[src/rtl/bch_gf_pkg.sv]
package bch_gf_pkg;
  localparam int M      = 13;
  localparam logic [M-1:0] POLY_LOW = 13'h001B;  // x^4+x^3+x+1
  localparam logic [M-1:0] ALPHA_INV = 13'h100D; // x^12+x^3+x^2+1
  localparam int T_MAX  = 16;
  localparam int NSYN   = 2 * T_MAX;
  localparam int CNT_W  = $clog2(T_MAX + 1);

  typedef logic [M-1:0] gf_t;

  // Horner-style shift-and-reduce product
  function automatic gf_t gf_mul(input gf_t a, input gf_t b);
    gf_t acc;
    acc = '0;
    for (int i = M - 1; i >= 0; i--) begin
      acc = {acc[M-2:0], 1'b0} ^ (acc[M-1] ? POLY_LOW : '0);
      if (b[i]) acc = acc ^ a;
    end
    return acc;
  endfunction

  function automatic gf_t gf_ainv_pow(input int k);
    gf_t r;
    r = gf_t'(1);
    for (int j = 0; j < k; j++) r = gf_mul(r, ALPHA_INV);
    return r;
  endfunction
endpackage

[src/rtl/bch_gf_mult.sv]
module bch_gf_mult
  import bch_gf_pkg::*;
(
  input  gf_t a,
  input  gf_t b,
  output gf_t p
);
  always_comb p = gf_mul(a, b);
endmodule

[src/rtl/bch_kes.sv]
module bch_kes
  import bch_gf_pkg::*;
(
  input  logic                     clk,
  input  logic                     rst,
  input  logic                     go,
  input  logic [4:0]               t_val,
  input  logic [NSYN-1:0][M-1:0]   syn,
  output logic [T_MAX:0][M-1:0]    lam,
  output logic [5:0]               deg,
  output logic                     done
);
  typedef enum logic [2:0] {K_IDLE, K_DISC, K_DEC, K_UPA, K_UPB, K_NEXT} kst_t;
  kst_t st;

  logic [T_MAX:0][M-1:0] bb;
  logic [5:0] r;
  logic [4:0] i;
  logic [4:0] sidx;
  logic [5:0] t2m1;
  gf_t delta, gamma, tmp, prevb, op_a, op_b, prod;
  logic grow;

  assign t2m1 = {t_val, 1'b0} - 6'd1;
  assign sidx = r[4:0] - i;

  bch_gf_mult u_mul (.a(op_a), .b(op_b), .p(prod));

  // one multiplier, operands chosen by phase
  always_comb begin
    op_a = '0;
    op_b = '0;
    case (st)
      K_DISC: begin
        op_a = lam[i];
        op_b = ({1'b0, i} <= r) ? syn[sidx] : '0;
      end
      K_UPA: begin op_a = gamma; op_b = lam[i]; end
      K_UPB: begin op_a = delta; op_b = prevb;  end
      default: ;
    endcase
  end

  always_ff @(posedge clk) begin
    if (rst) begin
      st <= K_IDLE; done <= 1'b0; deg <= '0; r <= '0; i <= '0;
      delta <= '0; gamma <= '0; tmp <= '0; prevb <= '0; grow <= 1'b0;
      lam <= '0; bb <= '0;
    end else begin
      done <= 1'b0;
      case (st)
        K_IDLE: if (go) begin
          for (int k = 0; k <= T_MAX; k++) begin
            lam[k] <= (k == 0) ? gf_t'(1) : '0;
            bb[k]  <= (k == 0) ? gf_t'(1) : '0;
          end
          deg <= '0; gamma <= gf_t'(1); r <= '0; i <= '0; delta <= '0;
          st <= K_DISC;
        end
        K_DISC: begin
          delta <= delta ^ prod;
          if (i == t_val) st <= K_DEC;
          else i <= i + 5'd1;
        end
        K_DEC: begin
          grow  <= (delta != '0) && ({deg, 1'b0} <= {1'b0, r});
          i     <= '0;
          prevb <= '0;
          st    <= K_UPA;
        end
        K_UPA: begin
          tmp <= prod;
          st  <= K_UPB;
        end
        K_UPB: begin
          lam[i] <= tmp ^ prod;
          bb[i]  <= grow ? lam[i] : prevb;
          prevb  <= bb[i];
          if (i == t_val) st <= K_NEXT;
          else begin i <= i + 5'd1; st <= K_UPA; end
        end
        K_NEXT: begin
          if (grow) begin
            deg   <= r + 6'd1 - deg;
            gamma <= delta;
          end
          if (r == t2m1) begin
            done <= 1'b1;
            st   <= K_IDLE;
          end else begin
            r <= r + 6'd1; i <= '0; delta <= '0; st <= K_DISC;
          end
        end
        default: st <= K_IDLE;
      endcase
    end
  end
endmodule

[src/rtl/bch_root_scan.sv]
module bch_root_scan
  import bch_gf_pkg::*;
#(
  parameter int BLOCK_BITS = 8184
) (
  input  logic                  clk,
  input  logic                  rst,
  input  logic                  go,
  input  logic [T_MAX:0][M-1:0] lam,
  output logic                  hit,
  output gf_t                   hit_pos,
  output logic                  done
);
  localparam gf_t LAST = M'(BLOCK_BITS - 1);

  logic [T_MAX:0][M-1:0] term, nxt;
  gf_t pos, sum;
  logic run, last_q;

  // each term steps by a fixed power of alpha^-1
  for (genvar k = 0; k <= T_MAX; k++) begin : g_step
    localparam gf_t STEP = gf_ainv_pow(k);
    assign nxt[k] = gf_mul(term[k], STEP);
  end

  always_comb begin
    sum = '0;
    for (int k = 0; k <= T_MAX; k++) sum = sum ^ term[k];
  end

  always_ff @(posedge clk) begin
    if (rst) begin
      run <= 1'b0; hit <= 1'b0; hit_pos <= '0; done <= 1'b0;
      last_q <= 1'b0; pos <= '0; term <= '0;
    end else begin
      hit    <= 1'b0;
      last_q <= 1'b0;
      done   <= last_q;
      if (go) begin
        term <= lam;
        pos  <= '0;
        run  <= 1'b1;
      end else if (run) begin
        hit     <= (sum == '0);
        hit_pos <= pos;
        term    <= nxt;
        if (pos == LAST) begin
          run    <= 1'b0;
          last_q <= 1'b1;
        end else begin
          pos <= pos + gf_t'(1);
        end
      end
    end
  end
endmodule

[src/rtl/bch_err_locator.sv]
module bch_err_locator
  import bch_gf_pkg::*;
#(
  parameter int BLOCK_BITS = 8184
) (
  input  logic        clk,
  input  logic        rst,
  input  logic [1:0]  cfg_level,
  input  logic        syn_we,
  input  logic [4:0]  syn_sel,
  input  logic [12:0] syn_wdata,
  input  logic        start,
  input  logic        irq_clr,
  output logic        busy,
  output logic        irq,
  output logic [4:0]  err_cnt,
  output logic        uncorrectable,
  input  logic [3:0]  loc_sel,
  output logic [12:0] loc_rdata
);
  typedef enum logic [1:0] {S_IDLE, S_CHECK, S_KES, S_SCAN} st_t;
  st_t st;

  logic [NSYN-1:0][M-1:0] syn;
  logic [T_MAX:0][M-1:0]  lam;
  logic [5:0]             kes_deg;
  logic                   kes_go, kes_done, scan_go, scan_hit, scan_done;
  gf_t                    scan_pos;
  logic [4:0]             t_q;
  logic [CNT_W-1:0]       cnt;
  logic                   syn_nz;
  gf_t                    locs [T_MAX];

  function automatic logic [4:0] level_to_t(input logic [1:0] lv);
    case (lv)
      2'd0:    return 5'd4;
      2'd1:    return 5'd8;
      default: return 5'd16;
    endcase
  endfunction

  always_comb begin
    syn_nz = 1'b0;
    for (int k = 0; k < NSYN; k++)
      if (k < 2 * int'(t_q)) syn_nz = syn_nz | (|syn[k]);
  end

  always_ff @(posedge clk) begin
    if (rst) syn <= '0;
    else if (syn_we && st == S_IDLE) syn[syn_sel] <= syn_wdata;
  end

  bch_kes u_kes (
    .clk(clk), .rst(rst), .go(kes_go), .t_val(t_q), .syn(syn),
    .lam(lam), .deg(kes_deg), .done(kes_done)
  );

  bch_root_scan #(.BLOCK_BITS(BLOCK_BITS)) u_scan (
    .clk(clk), .rst(rst), .go(scan_go), .lam(lam),
    .hit(scan_hit), .hit_pos(scan_pos), .done(scan_done)
  );

  // location list: one write port, registered read
  always_ff @(posedge clk) begin
    if (st == S_SCAN && scan_hit && cnt < CNT_W'(T_MAX)) locs[cnt[3:0]] <= scan_pos;
    loc_rdata <= locs[loc_sel];
  end

  always_ff @(posedge clk) begin
    if (rst) begin
      st <= S_IDLE; busy <= 1'b0; irq <= 1'b0; err_cnt <= '0;
      uncorrectable <= 1'b0; t_q <= 5'd4; cnt <= '0;
      kes_go <= 1'b0; scan_go <= 1'b0;
    end else begin
      kes_go  <= 1'b0;
      scan_go <= 1'b0;
      if (irq_clr) irq <= 1'b0;
      case (st)
        S_IDLE: if (start) begin
          busy <= 1'b1; t_q <= level_to_t(cfg_level); cnt <= '0;
          err_cnt <= '0; uncorrectable <= 1'b0; st <= S_CHECK;
        end
        S_CHECK: begin
          if (!syn_nz) begin
            busy <= 1'b0; irq <= 1'b1; st <= S_IDLE;
          end else begin
            kes_go <= 1'b1; st <= S_KES;
          end
        end
        S_KES: if (kes_done) begin
          if (kes_deg > {1'b0, t_q}) begin
            uncorrectable <= 1'b1; busy <= 1'b0; irq <= 1'b1; st <= S_IDLE;
          end else begin
            scan_go <= 1'b1; st <= S_SCAN;
          end
        end
        S_SCAN: begin
          if (scan_hit) cnt <= cnt + CNT_W'(1);
          if (scan_done) begin
            uncorrectable <= ({1'b0, cnt} != kes_deg);
            err_cnt       <= ({1'b0, cnt} == kes_deg) ? cnt : '0;
            busy <= 1'b0; irq <= 1'b1; st <= S_IDLE;
          end
        end
        default: st <= S_IDLE;
      endcase
    end
  end
endmodule

[config.mk]
export PLATFORM = sky130hd
export DESIGN_NAME = bch_err_locator
export DESIGN_NICKNAME = d
export VERILOG_FILES = /design/src/rtl/bch_gf_pkg.sv /design/src/rtl/bch_gf_mult.sv /design/src/rtl/bch_kes.sv /design/src/rtl/bch_root_scan.sv /design/src/rtl/bch_err_locator.sv
export SDC_FILE = /design/constraint.sdc
export NUM_CORES = 2
export LEC_CHECK = 0
export BUFFER_PORTS_ARGS = -buffer_cell sky130_fd_sc_hd__buf_2
export CAP_MARGIN = 15
export CORE_UTILIZATION = 45
export CTS_BUF_LIST = sky130_fd_sc_hd__clkbuf_16
export CTS_CLUSTER_SIZE = 30
export DETAILED_ROUTE_END_ITERATION = 6
export GPL_TIMING_DRIVEN = 1
export PLACE_DENSITY_LB_ADDON = 0.3
export SLEW_MARGIN = 20
export SYNTH_ARGS = -nofsm -noshare
export SYNTH_HDL_FRONTEND = slang
export SYNTH_HIERARCHICAL = 1
export SYNTH_SLANG_ARGS = --single-unit
[constraint.sdc]
create_clock -name clk -period 13.55 [get_ports clk]
set_input_delay 0 -clock clk [delete_from_list [all_inputs] [get_ports clk]]
set_output_delay 0 -clock clk [all_outputs]
set_load 0.02 [all_outputs]
## Yosys cells after proc, flatten, opt, wreduce, memory -nomap -nowiden

Memory sizes are Yosys's and may differ from the RTL's. A register that Yosys moved wholly into a read port is not among the register bits.
Index checks and enable logic that the tools add are counted.

- Register bits after elaboration: 1205
- RAM bits: 208
- Input bits: 29
- Output and inout port bits: 21
- Logic and storage cells: 909
- Memories kept: 1

- Add/subtract/negate cells: 7
- $lt $le $gt $ge: 41
- Equal/unequal tests: 25
- Mux-type cells: 318
- Bitwise operators: 338
- Reductions and logical operators: 71

Memory list:

| memory | depth | bits a word | rd ports | clocked after memory_dff | write ports | RTL line | source |
|---|---|---|---|---|---|---|---|
| locs | 16 | 13 | 1 | 1 | 1 | bch_err_locator.sv:32 | `gf_t locs [T_MAX];` |

Operator list:

| kind | number |
|---|---|
| $xor 13x13->13 | 288 |
| $mux 5 | 198 |
| $pmux 221 s2 | 2 |
| $mux 221 | 3 |
| $bwmux 221 | 2 |
| $bwmux 416 | 1 |
| $reduce_or 13->1 | 32 |
| $mux 13 | 24 |
| $bmux 13 s5 | 3 |
| $xor 13x5->13 | 12 |
| $demux 13 s5 | 2 |
| $pmux 13 s3 | 3 |
| $lt 5x6->1 const A | 16 |
| $mux 1 | 56 |
| $pmux 13 s2 | 2 |
| $lt 4x6->1 const A | 8 |
| $or 1x1->1 | 31 |
| $pmux 5 s2 | 3 |
| $lt 3x6->1 const A | 4 |
| $pmux 6 s2 | 2 |
| $pmux 5 s4 | 1 |
| $lt 5x6->1 const B | 3 |
| $mux 6 | 3 |
| $pmux 3 s6 | 1 |
| 45 further kinds | 100 |

## Logic depth before layout (Yosys ltp)

- Depth after elaboration: 66
- Depth in mapped cells: 28
- Gate-level depth less buffers: 20

## Modules after synthesis

The synthesis kept the hierarchy.

Modules (own cells, without submodules):

| module | times used | cells each | area each (µm²) | sequential area each (µm²) |
|---|---|---|---|---|
| bch_kes | 1 | 2431 | 26245.2 | 10329.9 |
| bch_err_locator | 1 | 2523 | 24741.2 | 15234.6 |
| bch_root_scan | 1 | 1937 | 16278.1 | 5024.8 |
| bch_gf_mult | 1 | 396 | 2662.6 | 0.0 |

## Least setup slack after synthesis

Ideal clock, no wire load.

- Path type: flip-flop to flip-flop
- Start: register u_kes.i[0]
- End: register u_kes/lam[172] in the netlist's numbering
- Library setup time: 0.065 ns
- Data arrival time: 6.064 ns
- Data required time: 13.485 ns
- Path slack: 7.421 ns
- Cell stages (with the launch flop): 28
- Buffers on the path: 10
- Period minus slack after synthesis: 6.129 ns
- Cells stage by stage: dfxtp_1 -> buf_6 -> buf_6 -> buf_6 -> buf_1 -> inv_1 -> ha_1 -> buf_2 -> buf_2 -> buf_2 -> nand3_1 -> o221ai_1 -> nand3_1 -> clkbuf_1 -> o31ai_1 -> buf_6 -> nand2_2 -> xnor2_2 -> xnor2_1 -> xnor2_1 -> xnor2_2 -> xor2_2 -> xnor3_1 -> xnor2_1 -> nor2_1 -> clkbuf_1 -> a22oi_1 -> nor2_1

- Elaborated cells between the ends (all ways): 60
- Classes of those cells: add/sub: 1; order compare: 3; mux: 30; bitwise: 25; reduce/logical: 1

RTL lines:

| item | RTL line | source |
|---|---|---|
| start: declaration | bch_kes.sv:18 | `logic [4:0] i;` |
| start signal: assignment | bch_kes.sv:63 | `else i <= i + 5'd1;` |
| $sub 5x5->5 | bch_kes.sv:25 | `assign sidx = r[4:0] - i;` |
| $bmux 13 s5 | bch_kes.sv:36 | `op_b = ({1'b0, i} <= r) ? syn[sidx] : '0;` |
| $mux 13 (implied by the code) | bch_kes.sv:36 |  |
| $mux 13 | bch_kes.sv:36 |  |
| $pmux 13 s3 * | bch_kes.sv:33 | `case (st)` |
| net u_kes.op_b[11] | bch_kes.sv:21 | `gf_t delta, gamma, tmp, prevb, op_a, op_b, prod;` |
| $mux 13 * | bch_gf_pkg.sv:17 | `if (b[i]) acc = acc ^ a;` |
| $mux 5 or $xor 13x5->13 (tied branches) | bch_gf_pkg.sv:16 | `acc = {acc[M-2:0], 1'b0} ^ (acc[M-1] ? POLY_LOW : '0);` |
| [30 not listed] | - |  |
| $mux 5 | bch_gf_pkg.sv:16 |  |
| $xor 13x5->13 * | bch_gf_pkg.sv:16 |  |
| $xor 13x13->13 | bch_gf_pkg.sv:17 |  |
| $mux 13 * | bch_gf_pkg.sv:17 |  |
| net u_kes.prod[3] | bch_kes.sv:21 |  |
| $xor 13x13->13 * | bch_kes.sv:76 | `lam[i] <= tmp ^ prod;` |
| $bwmux 221 * | bch_kes.sv:76 |  |
| $pmux 221 s2 * | bch_kes.sv:51 | `case (st)` |
| end signal: indexed assignment | bch_kes.sv:54 | `lam[k] <= (k == 0) ? gf_t'(1) : '0;` |
| end signal: indexed assignment | bch_kes.sv:76 |  |
| end: declaration | bch_kes.sv:9 | `output logic [T_MAX:0][M-1:0] lam,` |

Mark *: on every way through the listed nets, which the timed path passes. The rest lies on a longest branch. The select of a mux whose other input is x is not followed.
A chain may end at the register's enable or synchronous reset.

## Worst setup path after layout

- Start: register u_kes.i[0]
- End: register u_kes/lam[198] in the netlist's numbering

- Elaborated cells between the ends (all ways): 60
- Classes of those cells: add/sub: 1; order compare: 3; mux: 30; bitwise: 25; reduce/logical: 1

RTL lines:

| item | RTL line |
|---|---|
| $sub 5x5->5 | bch_kes.sv:25 |
| $bmux 13 s5 | bch_kes.sv:36 |
| $mux 13 (implied by the code) | bch_kes.sv:36 |
| $mux 13 | bch_kes.sv:36 |
| $pmux 13 s3 * | bch_kes.sv:33 |
| net u_kes.op_b[2] | bch_kes.sv:21 |
| $mux 13 * | bch_gf_pkg.sv:17 |
| $xor 13x5->13 * | bch_gf_pkg.sv:16 |
| [2 not listed] | - |
| $mux 5 | bch_gf_pkg.sv:16 |
| $xor 13x5->13 * | bch_gf_pkg.sv:16 |
| $xor 13x13->13 | bch_gf_pkg.sv:17 |
| $mux 13 * | bch_gf_pkg.sv:17 |
| net u_kes.prod[3] | bch_kes.sv:21 |
| $xor 13x13->13 * | bch_kes.sv:76 |
| $bwmux 221 * | bch_kes.sv:76 |
| $pmux 221 s2 * | bch_kes.sv:51 |

Marked as above.

==> flow_summary_export.csv <==
group,metric,value,unit
critical_path,regToRegSetupSlack,5.90,ns
clocking,cts_resized,0,
floorplanning,rows,144,
critical_path,crit_fanout,41,
synthesis,ys_ff_latch,1424,
synthesis,ys_types,96,
timing,period_minus_slack,7.65,ns
critical_path,slowest_delay,1.08,ns
critical_path,r2r-end,"u_kes/lam[198]",
critical_path,cpMostUsedCell,"buf_4",
timing,finalMaxSlewViolations,0,
timing,setup-tns-final,0,ns
timing,finalCritPeriodShare,56.4,%
status,violations,"DRC",
critical_path,cp-start-kind,"register",
clocking,cts_buffers,156,
detailed_routing,wl_per_cell,24.1,um
synthesis,netlist_instances,7287,
status,status,"complete, but fails checks",
clocking,cts_root_buf,"clkbuf_16",
critical_path,regToRegStartpoint,"u_kes/i[0]",
clocking,clkSinkCount,1424,
clocking,clk_latency,0.82,ns
placed_design,numPortBuffers,49,
power,p_leak,25.9,nW
hold_path,hold_class,"input pin to register",
critical_path,crit_required,14.27,ns
detailed_routing,avgViaCountPerCell,6.05,
hold_path,holdPathStages,5,
global_route,grt.overflow.total,0,
clocking,postCtsSetupRepairBufs,0,
critical_path,worstPathArrival,8.36,ns
clocking,max-clock-path-buffers,3,
power,p_per_area,117,nW/um^2
hold_path,hold_start,"syn_sel[4]",
clocking,cts_tree,"built",
timing,finalSetupViolations,0,
clocking,clk_pin_slew,0.06,ns
synthesis,synth-edff-count,208,
timing,worstMarginPinSlew,1.23,ns
cells_and_area,multi_input_area,36400,sq um
detailed_routing,drtIter0Drc,6593,
run,cap_violations,0,
global_route,grt_first_pass_wirelength,335000,um
floorplanning,start_util,45.3,%
floorplanning,io_pins,50,
timing,skew,0.0516,ns
critical_path,path_class,"register to register",
critical_path,cp_slowest_cell,"fa_4",
hold_path,holdPathEnd,"syn[380]",
timing,whs,0.0709,ns
floorplanning,die_h,396,um
placed_design,hpwl,145000,um
global_route,grt_pass1_vias,52700,
timing,slew-limit-headroom,17.6,%
synthesis,synth.avg_cell_area,9.60,sq um
detailed_routing,dr.pass1.iters,7,
synthesis,synth.area.top_cells,"dfxtp_1 35%, edfxtp_1 8.9%, mux4_2 8.1%, xnor2_1 7.4%, nand2_1 6.7%",
clocking,hold_buffers,27,
cells_and_area,final_nets,7076,
cells_and_area,regArea,30600,sq um
detailed_routing,routed-via-count,55500,
cells_and_area,final_layout_size_suffix_gt1_share,11.4,%
timing,hold_viol,0,
floorplanning,dieArea,157000,sq um
critical_path,critPathCaptureType,"register",
synthesis,yosys.area.top_type,"dfxtp_1",
detailed_routing,ant_nets,0,
floorplanning,die-width,396,um
critical_path,reg2reg_depth,19,
power,p_total,8.96,mW
floorplanning,core,154000,sq um
timing,max_freq,131,MHz
critical_path,cp_cell_sequence,"ha_1 -> fa_4 -> buf_4 -> buf_4 -> mux4_2 -> mux4_2 -> mux2i_1 -> o221ai_1 -> buf_4 -> nand2_1 -> xor2_1 -> xnor2_1 -> xnor3_1 -> xnor2_4 -> xnor3_1 -> xnor2_1 -> nor2_2 -> a22oi_1 -> nor2_1",
synthesis,synth_warnings,6,
cells_and_area,synthToLayoutAreaGrowth,9.30,%
global_route,grtUsageTotal,27.5,%
placed_design,place.gp.congestion,0.999,
detailed_routing,drc,16,
synthesis,ys_async_sr_fraction,0,%
global_route,grt_max_degree,215,
synthesis,syn-cell-area,69900,sq um
clocking,htreeDepth,4,
global_route,antenna_found_initial,1,
synthesis,synth_top_area_share,34.8,%
synthesis,synth_seq_area_share,43.7,%
cells_and_area,fillers,14000,
timing,rsz0062_at_grt,"no",
power,vdd_drop_max,0.125,mV
detailed_routing,wirelength,222000,um
synthesis,synthFlopType,"dfxtp_1",
==> worst max-delay path, delay by kind of cell, from the launching register on <==
| kind | cells | cell delay, ns |
|---|---|---|
| xor gates and xnor gates | 6 | 1.48 |
| adders and majority gates | 2 | 1.41 |
| buffers and inverters | 3 | 1.38 |
| muxes | 3 | 1.21 |
| and+or+nand+nor | 3 | 1.12 |
| DFF | 1 | 0.52 |
| AOI/OAI and AO/OA | 2 | 0.42 |
==> per-stage QoR <==
stage	cells	util (%)	worst slack, ns	cell area (sq um)
finish	9181	49.6	5.90	76400
global route	9179	49.6	5.74	76400
CTS	9179	49.5	6.03	76400
detailed placement	8866	46.0	6.02	71000
global placement	8866	46.0	6.16	71000
floorplan	7293	-	7.42	69900
==> logic make-up after synthesis <==
kind of cell,count (synthesis),share of synthesized area [%]
compound gates,1480,14.4
xor+xnor,817,11.3
fa+ha+maj,40,0.737
buf+inv,711,4.53
flops,1424,43.7
mux,429,11.2
other cells,1,0.00536
simple gates,2385,14.1
==> synthesized netlist by cell type, types with 8 or more instances <==
cell type  count
a211o_1        8
a211oi_1     110
a211oi_4      10
a21o_1         8
a21oi_1      707
a221oi_1       8
a222oi_1      12
a22o_1       219
a22o_2        27
a22oi_1      239
a32o_1        12
and2_1        21
and2_2         9
buf_1         41
buf_2         60
buf_4         36
buf_6         26
clkbuf_1     481
dfxtp_1     1216
edfxtp_1     208
ha_1          38
inv_1         55
mux2_2        16
mux2i_1      138
mux4_1        23
mux4_2       251
nand2_1     1240
nand2b_1      22
nand3_1       24
nand4_1       37
nor2_1       774
nor2b_1       11
nor3_1        62
nor3b_1       23
nor4_1       111
o21a_1        15
o21ai_0       30
o31ai_1       16
or3_1         16
xnor2_1      594
xnor2_2       11
xnor3_1       33
xor2_1       167
==> report_power, final <==
group | switching [mW] | total, mW | internal [mW]
sequential | 0.0224 | 4.31 | 4.29
clock | 1.85 | 4.26 | 2.41
combinational | 0.286 | 0.393 | 0.107
total | 2.16 | 8.96 | 6.81
==> cell type report <==
cell class              instances  area share (%)
multi-input cells            5158            47.6
flip-flops and latches       1424            40.0
clock buffers                 158            5.17
well taps                    2044            3.35
repair buffers                209            2.03
clock inverters               128            1.53
inverters                      58           0.286
diodes                          2         0.00655
==> worst max-delay path by stage <==
| stage | startpoint | endpoint | slack [ns] | depth (start not counted) |
|---|---|---|---|---|
| finish | u_kes/i[0] | u_kes/lam[198] | 5.90 | 19 |
| global route | u_kes/r[0] | u_kes/lam[145] | 5.74 | 21 |
| CTS | u_kes/i[0] | u_kes/lam[82] | 6.03 | 20 |
| detailed placement | u_kes/i[0] | u_kes/lam[30] | 6.02 | 20 |
| global placement | u_kes/i[0] | u_kes/lam[173] | 6.16 | 20 |
| floorplan | u_kes/i[0] | u_kes/lam[172] | 7.42 | 27 |
==> layout by cell type (no fill, tap or decap), drive strengths merged, types with 16 or more instances in the layout <==
master	Yosys	routed
nand2	1244	1244
dfxtp	1216	1216
nor2	775	775
a21oi	707	707
xnor2	606	606
mux4	275	275
a22o	246	246
a22oi	239	239
edfxtp	208	208
buf	165	182
xor2	169	169
clkbuf	486	158
mux2i	138	138
a211oi	123	123
nor4	112	112
inv	56	96
clkinv	2	69
nor3	62	62
ha	38	38
nand4	37	37
xnor3	36	36
o21ai	32	32
and2	30	30
dlygate4sd3	0	27
nand3	24	24
nor3b	23	23
nand2b	22	22
a221oi	21	21
or3	16	16
mux2	16	16
o31ai	16	16
==> layer usage <==
layer	up-vias	wire length, um	track usage, %
li1	25000	-	-
met1	27200	92100	38.2
met2	2822	98600	41.9
met3	539	21500	5.34
met4	0	9210	11.2
met5	-	0	0
==> state kept, by name, indices dropped and copies added, names as in the netlist, 208 cells and up <==
| register | count |
|---|---|
| u_scan/term | 208 |
| u_kes/lam | 221 |
| locs | 208 |
| u_kes/bb | 221 |
| syn | 416 |
No activity file was read; power rests on OpenSTA's default activity.
